**src/rtl/nco_pkg.sv**
```systemverilog
package nco_pkg;
   localparam int LEVEL_W = 3;
   typedef logic signed [LEVEL_W-1:0] level_t;

   // cosine level for one of eight phase steps
   function automatic level_t cos_level(input int step);
      int k;
      k = step % 8;
      case (k)
         0, 7:    return  3'sd3;
         1, 6:    return  3'sd1;
         2, 5:    return -3'sd1;
         default: return -3'sd3;
      endcase
   endfunction

   // sine lags cosine by a quarter cycle (two steps)
   function automatic level_t sin_level(input int step);
      return cos_level(step + 6);
   endfunction
endpackage

```
**src/rtl/nco_phase_acc.sv**
```systemverilog
module nco_phase_acc #(
   parameter int ACC_W = 27
) (
   input  logic             clk,
   input  logic             rst_n,
   input  logic [ACC_W-1:0] freq_i,
   output logic [ACC_W-1:0] acc_o,
   output logic             wrap_o
);
   localparam int SUM_W = ACC_W + 1;

   logic [SUM_W-1:0] sum_c;

   assign sum_c  = {1'b0, acc_o} + {1'b0, freq_i};
   assign wrap_o = sum_c[SUM_W-1];

   always_ff @(posedge clk) begin
      if (!rst_n) acc_o <= '0;
      else        acc_o <= sum_c[ACC_W-1:0];
   end
endmodule

```
**src/rtl/nco_trig_lut.sv**
```systemverilog
module nco_trig_lut
   import nco_pkg::*;
#(
   parameter int ADDR_W  = 3,
   parameter bit REG_OUT = 1'b0
) (
   input  logic              clk,
   input  logic              rst_n,
   input  logic [ADDR_W-1:0] idx_i,
   output level_t            cos_o,
   output level_t            sin_o
);
   localparam int DEPTH = 1 << ADDR_W;

   level_t cos_rom [DEPTH];
   level_t sin_rom [DEPTH];
   level_t cos_c, sin_c;

   for (genvar k = 0; k < DEPTH; k++) begin : g_rom
      assign cos_rom[k] = cos_level(k);
      assign sin_rom[k] = sin_level(k);
   end

   assign cos_c = cos_rom[idx_i];
   assign sin_c = sin_rom[idx_i];

   if (REG_OUT) begin : g_reg
      always_ff @(posedge clk) begin
         if (!rst_n) begin
            cos_o <= cos_level(0);
            sin_o <= sin_level(0);
         end else begin
            cos_o <= cos_c;
            sin_o <= sin_c;
         end
      end
   end else begin : g_comb
      assign cos_o = cos_c;
      assign sin_o = sin_c;
   end
endmodule

```
**src/rtl/nco_meas_latch.sv**
```systemverilog
module nco_meas_latch #(
   parameter int CYC_W   = 16,
   parameter int PHASE_W = 10
) (
   input  logic               clk,
   input  logic               rst_n,
   input  logic               wrap_i,
   input  logic [PHASE_W-1:0] phase_i,
   input  logic               latch_i,
   output logic [CYC_W-1:0]   cyc_cnt_o,
   output logic [CYC_W-1:0]   cyc_snap_o,
   output logic [PHASE_W-1:0] phase_snap_o
);
   always_ff @(posedge clk) begin
      if (!rst_n)      cyc_cnt_o <= '0;
      else if (wrap_i) cyc_cnt_o <= cyc_cnt_o + 1'b1;
   end

   always_ff @(posedge clk) begin
      if (!rst_n) begin
         cyc_snap_o   <= '0;
         phase_snap_o <= '0;
      end else if (latch_i) begin
         cyc_snap_o   <= cyc_cnt_o;
         phase_snap_o <= phase_i;
      end
   end
endmodule

```
**src/rtl/carrier_nco.sv**
```systemverilog
module carrier_nco
   import nco_pkg::*;
#(
   parameter int ACC_W   = 27,
   parameter int ADDR_W  = 3,
   parameter int PHASE_W = 10,
   parameter int CYC_W   = 16,
   parameter bit REG_OUT = 1'b0
) (
   input  logic               clk,
   input  logic               rst_n,
   input  logic [ACC_W-1:0]   freq_word,
   input  logic               meas_latch,
   output logic signed [2:0]  cos_out,
   output logic signed [2:0]  sin_out,
   output logic [CYC_W-1:0]   cyc_snap,
   output logic [PHASE_W-1:0] phase_snap
);
   if (ADDR_W != 3) begin : g_bad_addr
      $error("carrier_nco: table supports exactly eight phase steps");
   end
   if (PHASE_W < ADDR_W || PHASE_W >= ACC_W) begin : g_bad_phase
      $error("carrier_nco: PHASE_W must lie between ADDR_W and ACC_W");
   end
   if (CYC_W < 2) begin : g_bad_cyc
      $error("carrier_nco: CYC_W too small");
   end

   logic [ACC_W-1:0] acc_q;
   logic             wrap;
   logic [CYC_W-1:0] cyc_cnt;
   level_t           cos_l, sin_l;

   nco_phase_acc #(.ACC_W(ACC_W)) u_acc (
      .clk    (clk),
      .rst_n  (rst_n),
      .freq_i (freq_word),
      .acc_o  (acc_q),
      .wrap_o (wrap)
   );

   nco_trig_lut #(.ADDR_W(ADDR_W), .REG_OUT(REG_OUT)) u_lut (
      .clk   (clk),
      .rst_n (rst_n),
      .idx_i (acc_q[ACC_W-1 -: ADDR_W]),
      .cos_o (cos_l),
      .sin_o (sin_l)
   );

   nco_meas_latch #(.CYC_W(CYC_W), .PHASE_W(PHASE_W)) u_meas (
      .clk          (clk),
      .rst_n        (rst_n),
      .wrap_i       (wrap),
      .phase_i      (acc_q[ACC_W-1 -: PHASE_W]),
      .latch_i      (meas_latch),
      .cyc_cnt_o    (cyc_cnt),
      .cyc_snap_o   (cyc_snap),
      .phase_snap_o (phase_snap)
   );

   assign cos_out = cos_l;
   assign sin_out = sin_l;
endmodule

```
**config.mk**
```make
export PLATFORM = sky130hd
export DESIGN_NAME = carrier_nco
export DESIGN_NICKNAME = d
export VERILOG_FILES = /design/src/rtl/nco_pkg.sv /design/src/rtl/nco_phase_acc.sv /design/src/rtl/nco_trig_lut.sv /design/src/rtl/nco_meas_latch.sv /design/src/rtl/carrier_nco.sv
export SDC_FILE = /design/constraint.sdc
export NUM_CORES = 1
export LEC_CHECK = 0
export BUFFER_PORTS_ARGS = -buffer_cell sky130_fd_sc_hd__buf_2
export CAP_MARGIN = 20
export CORE_ASPECT_RATIO = 1.25
export CORE_MARGIN = 1.5
export CORE_UTILIZATION = 57
export CTS_CLUSTER_SIZE = 24
export DETAILED_ROUTE_END_ITERATION = 10
export GPL_TIMING_DRIVEN = 0
export PLACE_DENSITY = 0.77
export SLEW_MARGIN = 20
export SYNTH_ARGS = -nofsm -noshare
export SYNTH_HDL_FRONTEND = slang
export SYNTH_SLANG_ARGS = --single-unit
```
**constraint.sdc**
```tcl
create_clock -name clk -period 3.4 [get_ports clk]
set_clock_uncertainty 0.05 [all_clocks]
set_input_delay 1.02 -clock clk [delete_from_list [all_inputs] [get_ports clk]]
set_output_delay 1.02 -clock clk [all_outputs]
set_load 0.005 [all_outputs]
```
==> out/results.ini <==
[sta]
fin_crit_ps = 3230
rsz0062_at_grt = no
hold_viol_final = 0
hold_ws_ps = 441
worst_slew_pin_slew_ps = 722
setup-violations-final = 0
slew_headroom_pct = 51.3
fin_tns_setup_ps = 0
max_freq_mhz = 310
setup_slack_ps = 170
min_period_over_period_pct = 95.0
drv_slew = 0

[clock_network]
clockBufferDepth = 2
cts_hold_buf = 0
cts_max_level = 3
worstSkewPairLatency_ps = 350
cts_tree = done
clock-root-buffer = clkbuf_8
numCtsBuffers = 9
clkSinkCount = 69
clkTransAtPathRegs_ps = 80

[global_route]
overflow = 0
grt_pass1_wl_mm = 13.6
track_usage_pct = 23.5
grt_pass1_vias = 3113
grt_max_degree = 14
antenna_found_initial = 0

[power]
leakagePower_nw = 2.00
p_seq_share_pct = 32.4
p_comb_share_pct = 46.5
total_power_mw = 3.23
ir_drop_uv = 333
internal_power_mw = 1.96
p_sw_share_pct = 39.2
pwr-share-clk_pct = 21.1
p_switching_mw = 1.27
power_density_nw_per_um2 = 725

[route]
drt-vias-per-instance = 5.61
wl_per_cell_um = 13.8
wirelength_mm = 8.25
postRouteAntennaNets = 0
drt_iter0_markers = 182
drc = 0
first_pass_iters = 4
dr_total_vias = 3351

[floorplan]
core_area_um2 = 6520
ios = 62
die_h_um = 94.5
rows = 33
initial_core_util_pct = 58.5
die_area_um2 = 7200
die_w_um = 76.2

[worst_setup_path]
critPathLaunchType = input port
slowest_delay_ps = 320
worstPathCellList = buf_2 > ha_1 > a211oi_2 > o211ai_2 > a41oi_4 > o2111ai_2 > a41oi_4 > buf_6 > buf_2 > mux2i_1 > nor2_1
cp.required_ps = 3590
critPathSlowestCell = ha_1
critPathMaxFanout = 10
crit_arrival_ps = 3420
critPathKind = in -> reg
cp-end-kind = flip-flop

[logic_synthesis]
ys_ff_latch = 69
synth_edf_count = 0
synth-async-reset-ratio_pct = 0
synth_area_um2 = 3820
yosysUniqueCellTypes = 56
ys_warn_count = 0
yosys_most_used_dff = dfxtp_1
syn_area_per_cell_um2 = 8.84
syn-instance-count = 432
synth.yosys.seq_area_share_pct = 36.2

[cells_and_area]
diodes = 0
layout_common_cells = dfxtp_1, buf_2, nor2_1
final_common_cell = dfxtp_1
syn2layout_area_growth_pct = 16.6
drive_gt1_share_pct = 19.2
nets = 564

[placement]
hpwl_mm = 6.17
dpl_worst_slack_ps = -303
io_buffers = 58
place_congestion = 0.879

[outcome]
status = completed

[flow_run]
maxCapViolCount = 0

[worst_hold_path]
hold_class = reg -> reg

## state kept, by name, summed over array words and instances, names as in the netlist
name,cells
u_acc.acc_o,27
u_meas.cyc_snap_o,16
u_meas.phase_snap_o,10
u_meas.cyc_cnt_o,16
## kinds of logic (layout without fill, tap and decap cells)
| family | count (synthesis) | in the layout | synth area share (%) |
|---|---|---|---|
| flip-flops | 69 | 69 | 36.2 |
| other | 1 | 2 | 0.0982 |
| XOR/XNOR | 22 | 22 | 5.05 |
| buffers and inverters | 31 | 108 | 3.74 |
| AO/OA/AOI/OAI | 105 | 105 | 18.7 |
| AND/OR/NAND/NOR | 143 | 143 | 18.1 |
| multiplexers | 32 | 32 | 8.39 |
| adder cells (fa/ha/maj) | 29 | 29 | 9.70 |
## critical path: cells and delay by family
kind	cells	cell delay (ps)
adder cells (fa/ha/maj)	1	320
buffers and inverters	3	540
AO/OA/AOI/OAI	5	1280
AND/OR/NAND/NOR	1	50
multiplexers	1	200
## path summary, 6_finish.rpt
kind | endpoint | depth (start not counted) | slack, ps | startpoint
setup / recovery | u_meas.cyc_cnt_o[1] | 11 | 170 | freq_word[1]
hold / removal | u_meas.phase_snap_o[2] | 2 | 440 | u_meas.phase_snap_o[2]
setup reg to reg | u_meas.cyc_cnt_o[1] | 10 | 640 | u_acc.acc_o[1]
hold reg to reg | u_meas.phase_snap_o[2] | 2 | 440 | u_meas.phase_snap_o[2]
## power by group through the flow
stage	Combinational, mW	Clock (mW)	Sequential [mW]
6_report	1.50	0.682	1.05
5_1_grt	1.68	0.725	1.07
4_1_cts	1.46	0.687	1.05
3_5_place_dp	1.44	0	1.07
3_3_place_gp	1.40	0	1.06
2_1_floorplan	1.14	0	1.05
## cells in the mapped netlist, drive strengths merged, types with 5 or more instances
master | instances | share of area, %
o211ai | 7 | 1.5
o21ai | 17 | 2.3
xnor2 | 11 | 2.5
a21o | 10 | 2.0
nor2b | 6 | 0.98
buf | 9 | 1.5
or4 | 10 | 2.0
nor2 | 57 | 5.6
mux2i | 32 | 8.4
o31ai | 10 | 2.0
nand2 | 32 | 3.2
nor3 | 6 | 0.79
nand2b | 7 | 1.1
a21oi | 35 | 4.7
dfxtp | 69 | 36
nand4 | 5 | 0.82
ha | 28 | 9.2
clkbuf | 15 | 1.5
nand3 | 5 | 0.66
xor2 | 11 | 2.5
inv | 6 | 0.59
## through the flow
stage	instances	instance area [um^2]	util (%)
2_1_floorplan	433	3820	-
3_3_place_gp	578	4220	64.7
3_5_place_dp	578	4220	64.7
4_1_cts	594	4420	67.8
5_1_grt	597	4450	68.3
6_report	597	4450	68.3
## what timing repair did
action,4_1_cts,5_1_grt
hold endpoints to repair,0,0
endpoints found under the setup margin,0,10
buffers inserted,0,3
resized for setup,0,1
## routing by layer
layer  track usage [%]  wire [um]
met1              25.9       3410
met2              43.2       4260
met3              5.31        336
met5                 0          0
met4              10.6        243
## area by class of cell
type | instances | area (um^2)
multi-input combinational | 333 | 2310
fill | 579 | 2070
sequential | 69 | 1380
timing repair buffer | 61 | 313
clock buffer | 9 | 124
buffer | 24 | 116
tap | 87 | 109
clock inverter | 7 | 75.1
inverter | 7 | 26.3
(Power assumes the default switching activity.)
